===== src/rtl/acc_ctl_pkg.sv =====
package acc_ctl_pkg;
  localparam int INSTR_W  = 16;
  localparam int CLASS_B  = 15;
  localparam int OPND_B   = 12;
  localparam int ALU_HI   = 11;
  localparam int ALU_W    = 6;
  localparam int DEST_HI  = 5;
  localparam int DEST_W   = 3;
  localparam int JMP_W    = 3;

  typedef struct packed {
    logic zx;
    logic nx;
    logic zy;
    logic ny;
    logic f;
    logic no;
  } alu_ctl_t;

  typedef struct packed {
    logic to_a;
    logic to_d;
    logic to_m;
  } dest_t;

  typedef struct packed {
    logic lt;
    logic eq;
    logic gt;
  } jmask_t;
endpackage


===== src/rtl/acc_decode.sv =====
module acc_decode
  import acc_ctl_pkg::*;
(
  input  logic [INSTR_W-1:0] instr,
  output logic               is_comp,
  output logic [ALU_W-1:0]   alu_ctl,
  output logic               opnd_mem,
  output logic               a_load,
  output logic               d_load,
  output logic               a_src_instr,
  output logic               mem_wr,
  output logic [JMP_W-1:0]   jmask
);
  localparam int DEST_LO = DEST_HI - DEST_W + 1;
  localparam int ALU_LO  = ALU_HI - ALU_W + 1;

  alu_ctl_t ctl;
  dest_t    dst;

  always_comb begin
    is_comp = instr[CLASS_B];
    ctl     = alu_ctl_t'(instr[ALU_HI:ALU_LO]);
    dst     = dest_t'(instr[DEST_HI:DEST_LO]);
    if (is_comp) begin
      alu_ctl     = ctl;
      opnd_mem    = instr[OPND_B];
      a_load      = dst.to_a;
      d_load      = dst.to_d;
      mem_wr      = dst.to_m;
      a_src_instr = 1'b0;
      jmask       = instr[JMP_W-1:0];
    end else begin
      alu_ctl     = '0;
      opnd_mem    = 1'b0;
      a_load      = 1'b1;
      d_load      = 1'b0;
      mem_wr      = 1'b0;
      a_src_instr = 1'b1;
      jmask       = '0;
    end
  end
endmodule


===== src/rtl/acc_jump.sv =====
module acc_jump
  import acc_ctl_pkg::*;
(
  input  logic             is_comp,
  input  logic [JMP_W-1:0] jmask,
  input  logic             zr_flag,
  input  logic             ng_flag,
  output logic             take
);
  jmask_t m;
  logic   pos;

  always_comb begin
    m    = jmask_t'(jmask);
    pos  = ~zr_flag & ~ng_flag;
    take = is_comp & ((m.lt & ng_flag) | (m.eq & zr_flag) | (m.gt & pos));
  end
endmodule


===== src/rtl/acc_pc.sv =====
module acc_pc #(
  parameter int PC_W = 15
) (
  input  logic            clk,
  input  logic            rst,
  input  logic            take,
  input  logic [PC_W-1:0] target,
  output logic [PC_W-1:0] pc
);
  localparam logic [PC_W-1:0] PC_ONE = PC_W'(1);

  always_ff @(posedge clk) begin
    if (rst)       pc <= '0;
    else if (take) pc <= target;
    else           pc <= pc + PC_ONE;
  end

  // a taken jump lands on the target
  a_r5_jump_target: assert property (@(posedge clk) disable iff (rst)
    take |=> pc == $past(target));

  // otherwise the counter steps by one (with wrap)
  a_r6_step: assert property (@(posedge clk) disable iff (rst)
    !take |=> pc == $past(pc) + PC_ONE);
endmodule


===== src/rtl/acc_ctl_unit.sv =====
module acc_ctl_unit
  import acc_ctl_pkg::*;
#(
  parameter int PC_W = 15
) (
  input  logic               clk,
  input  logic               rst,
  input  logic [INSTR_W-1:0] instr,
  input  logic [INSTR_W-1:0] a_val,
  input  logic               zr_flag,
  input  logic               ng_flag,
  output logic [ALU_W-1:0]   alu_ctl,
  output logic               opnd_mem,
  output logic               a_load,
  output logic               d_load,
  output logic               a_src_instr,
  output logic               mem_wr,
  output logic [PC_W-1:0]    pc
);
  logic             is_comp;
  logic [JMP_W-1:0] jmask;
  logic             take;

  acc_decode u_dec (
    .instr       (instr),
    .is_comp     (is_comp),
    .alu_ctl     (alu_ctl),
    .opnd_mem    (opnd_mem),
    .a_load      (a_load),
    .d_load      (d_load),
    .a_src_instr (a_src_instr),
    .mem_wr      (mem_wr),
    .jmask       (jmask)
  );

  acc_jump u_jmp (
    .is_comp (is_comp),
    .jmask   (jmask),
    .zr_flag (zr_flag),
    .ng_flag (ng_flag),
    .take    (take)
  );

  acc_pc #(.PC_W(PC_W)) u_pc (
    .clk    (clk),
    .rst    (rst),
    .take   (take),
    .target (a_val[PC_W-1:0]),
    .pc     (pc)
  );

  // address word writes A from the instruction and nothing else
  a_r1_addr_only_a: assert property (@(posedge clk) disable iff (rst)
    !instr[CLASS_B] |-> a_load && a_src_instr && !d_load && !mem_wr);

  // memory is written only by compute words
  a_r10_wr_compute: assert property (@(posedge clk) disable iff (rst)
    mem_wr |-> instr[CLASS_B]);

  // address words never jump
  a_r7_addr_no_jump: assert property (@(posedge clk) disable iff (rst)
    !instr[CLASS_B] |-> !take);

  // an all-ones mask on a compute word always jumps
  a_r4_always: assert property (@(posedge clk) disable iff (rst)
    (instr[CLASS_B] && instr[JMP_W-1:0] == '1) |-> take);
endmodule


===== config.mk =====
export PLATFORM = sky130hd
export DESIGN_NAME = acc_ctl_unit
export DESIGN_NICKNAME = d
export VERILOG_FILES = /design/src/rtl/acc_ctl_pkg.sv /design/src/rtl/acc_decode.sv /design/src/rtl/acc_jump.sv /design/src/rtl/acc_pc.sv /design/src/rtl/acc_ctl_unit.sv
export SDC_FILE = /design/constraint.sdc
export NUM_CORES = 1
export LEC_CHECK = 0
export CORE_MARGIN = 1
export CORE_UTILIZATION = 34
export DETAILED_ROUTE_END_ITERATION = 16
export PLACE_DENSITY = 0.84
export SYNTH_ARGS = -nofsm -noshare
export SYNTH_HDL_FRONTEND = slang
export SYNTH_SLANG_ARGS = --single-unit
export TNS_END_PERCENT = 5

===== constraint.sdc =====
create_clock -name clk -period 1.7 [get_ports clk]
set_input_delay 0.51 -clock clk [delete_from_list [all_inputs] [get_ports clk]]
set_output_delay 0.51 -clock clk [all_outputs]
set_load 0.05 [all_outputs]

==> reports/summary.txt <==
CLOCKING
--------------------------------------------------------------------------------
Root buffer selected by CTS                                         sky130_fd_sc_hd__clkbuf_4
CTS Buf Count                                                                  3
Bufs on Longest Clock Path                                                     2
Clock slew at reported path FFs                                          0.09 ns
Clock tree from TritonCTS                                                    yes
Sink Count                                                                    15
CTS H-Tree Depth                                                               1
Hold buffer count at CTS                                                       0
Later-pin clock latency in the skew report                               0.30 ns

GRT
--------------------------------------------------------------------------------
Number of antenna violations at the first check in global routing              0
GRT Util Overall                                                           22.0%
First-pass GRT wire length                                               4420 um
Total global routing overflow                                                  0
Pin count of the biggest net entering global routing                          30
Via count of the first global-routing pass                                   975

DIE
--------------------------------------------------------------------------------
I/O pin count                                                                 62
Floorplan row count                                                           17
Die Y-Extent                                                             52.6 um
DIE WIDTH                                                                52.6 um
Effective utilization at floorplan                                         37.6%
Die ar.                                                              0.00277 mm2
Core ar.                                                             0.00232 mm2

PWR
--------------------------------------------------------------------------------
Leakage power total                                                     0.737 nW
Pwr/cell area                                                         654 mW/mm2
Max VDD drop                                                            0.566 mV

WORST SETUP PATH
--------------------------------------------------------------------------------
Data required time at the worst endpoint                                 1.89 ns
R2r setup slk                                                            0.16 ns
Endpoint kind of the worst setup timing path                           flip-flop
CP bufs+invs                                                                   2
Slowest-stage cell, CP                                              sky130_fd_sc_hd__clkdlybuf4s50_1
Worst path max stage delay                                               0.42 ns
Reg-to-Reg Start                                                      u_pc.pc[0]
Max FO, Critical Path                                                         29
Startpoint class of the critical path                                 input port
Family with the most delay on the worst path                        buffers and inverters
Critical Setup Path Class                                           input port to flip-flop
Cell depth of the worst setup path                                             6
Terminus of the critical flop-to-flop path                           u_pc.pc[14]
Arrival time reported for the critical path endpoint                     1.80 ns
Critical path, cell by cell                                         clkdlybuf4s50_1 -> a22o_1 -> o21ai_2 -> buf_12 -> mux2i_1 -> nor2_1
Worst reg-to-reg path cell count                                               5

SYNTHESIS
--------------------------------------------------------------------------------
EDFF count, synth                                                              0
Warning count from the yosys run                                               0
Syn_nets                                                                     137
Most frequent cell after synthesis                                  sky130_fd_sc_hd__nor2_1
Post-synth cell types                                                         25
Post-Synthesis Cells                                                         100
Area share of the largest cell type after synthesis                        34.5%
Synthesized area                                                         871 um2
Portion of the post-synthesis area used by sequential elements             34.5%
FFs w/ async S/R, synth                                                       0%
Register bit total from synthesis                                             15
Most area-hungry cell type in the Yosys netlist                     sky130_fd_sc_hd__dfxtp_1
Most instantiated cells after synthesis                             sky130_fd_sc_hd__nor2_1 (17), sky130_fd_sc_hd__dfxtp_1 (15), sky130_fd_sc_hd__a211oi_1 (12)
Post-Synthesis Mean Instance Area                                       8.71 um2
Most used DFF post-synth                                            sky130_fd_sc_hd__dfxtp_1
Largest cells by area after synthesis                               sky130_fd_sc_hd__dfxtp_1 (34%), sky130_fd_sc_hd__a211oi_1 (10%), sky130_fd_sc_hd__xnor2_1 (9.1%)

CELLS AND AREA
--------------------------------------------------------------------------------
Largest registers in the final layout                               u_pc.pc: 15 flops
Number of diodes added for antenna fixing                                      0
Fraction of final layout cells sized beyond drive strength 1               36.6%
Max FFs per register                                                          15
Net total in the final layout                                                202
Layout-stage area growth over the synthesis result                          112%
Final design instance area without fill                              0.00185 mm2
Register with the most flip-flops                                        u_pc.pc

TIMING
--------------------------------------------------------------------------------
Post-Route Skew                                                       0.00521 ns
Worst hold margin                                                       0.531 ns
Final slew viol count                                                          0
Sum of negative setup slack                                                 0 ns
Slew Limit Headroom                                                        79.4%
Crit share post-route                                                      94.7%
Clock period minus worst slack                                           1.61 ns
Maximum achievable frequency                                             621 MHz
Final setup slack of the worst path                                    0.0904 ns
Number of failing hold endpoints at the final stage                            0
Final setup viols                                                              0
RSZ-0062 raised after global routing                                          no
Least-Margin Pin Slew                                                   0.308 ns

DETAILED ROUTING
--------------------------------------------------------------------------------
Count of nets left with antenna violations after detail routing                0
Avg Vias per Cell                                                           5.00
Detailed-route via count                                                     960
Wire length after detailed routing                                       2680 um
Post-DR wirelength/cell                                                  14.0 um
First drt pass iteration count                                                 3
Number of remaining DRC errors                                                 0
Initial detailed-routing violation count                                       3

PLACE
--------------------------------------------------------------------------------
Worst slack at placement                                               -0.369 ns
Final RePlAce weighted congestion                                          0.721
Total placed instance area                                           0.00180 mm2
Placed wire-length estimate after detailed placement                     2010 um
Buffers added on ports                                                        58

STATUS
--------------------------------------------------------------------------------
Result of the run                                                      completed

WORST HOLD PATH
--------------------------------------------------------------------------------
Hold depth                                                                     1
Classification of the worst-slack hold path                         flip-flop to flip-flop
End point of the worst hold path                                      u_pc.pc[0]
Origin of the worst min-delay path                                    u_pc.pc[0]

FLOW RUN
--------------------------------------------------------------------------------
Count of max-cap constraint violations                                         0

[cell families (layout without fill, tap and decap cells)]
| family | count (synthesis) | count (layout) | share of synthesized area (%) |
|---|---|---|---|
| XOR/XNOR | 13 | 13 | 13.1 |
| flip-flops | 15 | 15 | 34.5 |
| AND/OR/NAND/NOR | 46 | 46 | 31.2 |
| buffers and inverters | 8 | 72 | 3.88 |
| AO/OA/AOI/OAI | 16 | 16 | 14.8 |
| adder cells (fa/ha/maj) | 1 | 1 | 1.44 |
| multiplexers | 1 | 1 | 1.15 |
[metal layers]
layer  wire length (um)  share of wire (%)  GRT usage, %
met5                  0                  0             0
met4                 57                2.1          10.5
met3                234                8.7          5.51
met2               1380                 51          40.3
met1               1010                 38          22.8
[repair_timing]
action | CTS | global route
buffers inserted | 0 | 0
endpoints found under the setup margin | 11 | 13
pin swaps | 0 | 1
resized for setup | 23 | 5
[through the flow]
step	instances	utilization [%]	power (W)
finish	192	79.8	0.00121
global route	192	79.8	0.00126
CTS	192	79.4	0.00121
detailed placement	188	77.4	0.00100
global placement	188	77.4	0.000988
floorplan	100	-	0.000676
[power breakdown]
part	switching, W	internal [W]	total, W
Sequential	0.0000508	0.000384	0.000435
Clock	0.000121	0.0000878	0.000209
Combinational	0.000270	0.000296	0.000566
[worst register-to-register path, cell delays in order (launching register included)]
cell and delay [ns]:
sky130_fd_sc_hd__dfxtp_2 0.41, sky130_fd_sc_hd__ha_1 0.23, sky130_fd_sc_hd__nand3_2 0.20, sky130_fd_sc_hd__nor4_4 0.33
sky130_fd_sc_hd__xnor2_1 0.10, sky130_fd_sc_hd__a211oi_2 0.20
[final cells by class]
class / count / area, um2
multi-input cells: 77 / 586
flip-flops and latches: 15 / 303
clock inverters: 1 / 5.00
clock buffers: 3 / 22.5
fillers: 146 / 468
inverters: 3 / 11.3
repair buffers: 65 / 888
well taps: 28 / 35.0
[placed cells by master, fill, tap and decap left out]
cell type,count
sky130_fd_sc_hd__buf_12,27
sky130_fd_sc_hd__xnor2_1,9
sky130_fd_sc_hd__nor3_1,3
sky130_fd_sc_hd__a211oi_1,10
sky130_fd_sc_hd__a22o_1,1
sky130_fd_sc_hd__dlygate4sd2_1,10
sky130_fd_sc_hd__buf_4,6
sky130_fd_sc_hd__xor2_1,4
sky130_fd_sc_hd__buf_2,1
sky130_fd_sc_hd__nor3_2,1
sky130_fd_sc_hd__nor2_1,17
sky130_fd_sc_hd__and2_4,9
sky130_fd_sc_hd__nand4_1,3
sky130_fd_sc_hd__clkinv_2,1
sky130_fd_sc_hd__mux2i_1,1
sky130_fd_sc_hd__clkbuf_4,3
sky130_fd_sc_hd__nand3_1,2
sky130_fd_sc_hd__a211oi_2,4
sky130_fd_sc_hd__nand2b_4,1
sky130_fd_sc_hd__nor3b_1,1
sky130_fd_sc_hd__nand3_2,1
sky130_fd_sc_hd__dfxtp_1,13
sky130_fd_sc_hd__dfxtp_2,2
sky130_fd_sc_hd__and4_1,1
sky130_fd_sc_hd__inv_1,3
sky130_fd_sc_hd__o21ai_2,1
sky130_fd_sc_hd__nand2_1,4
sky130_fd_sc_hd__ha_1,1
sky130_fd_sc_hd__nor4_4,1
sky130_fd_sc_hd__clkdlybuf4s50_1,21
sky130_fd_sc_hd__nor4_2,1
sky130_fd_sc_hd__nand4_4,1
[worst max path at each step]
stage	start	endpoint	slack [ns]
floorplan	u_pc.pc[2]	u_pc.pc[14]	0.03
global placement	instr[15]	alu_ctl[5]	-0.31
detailed placement	instr[15]	mem_wr	-0.37
CTS	instr[15]	mem_wr	0.006
global route	ng_flag	u_pc.pc[1]	0.01
finish	ng_flag	u_pc.pc[1]	0.09
Power figures use the tool's default switching activity.
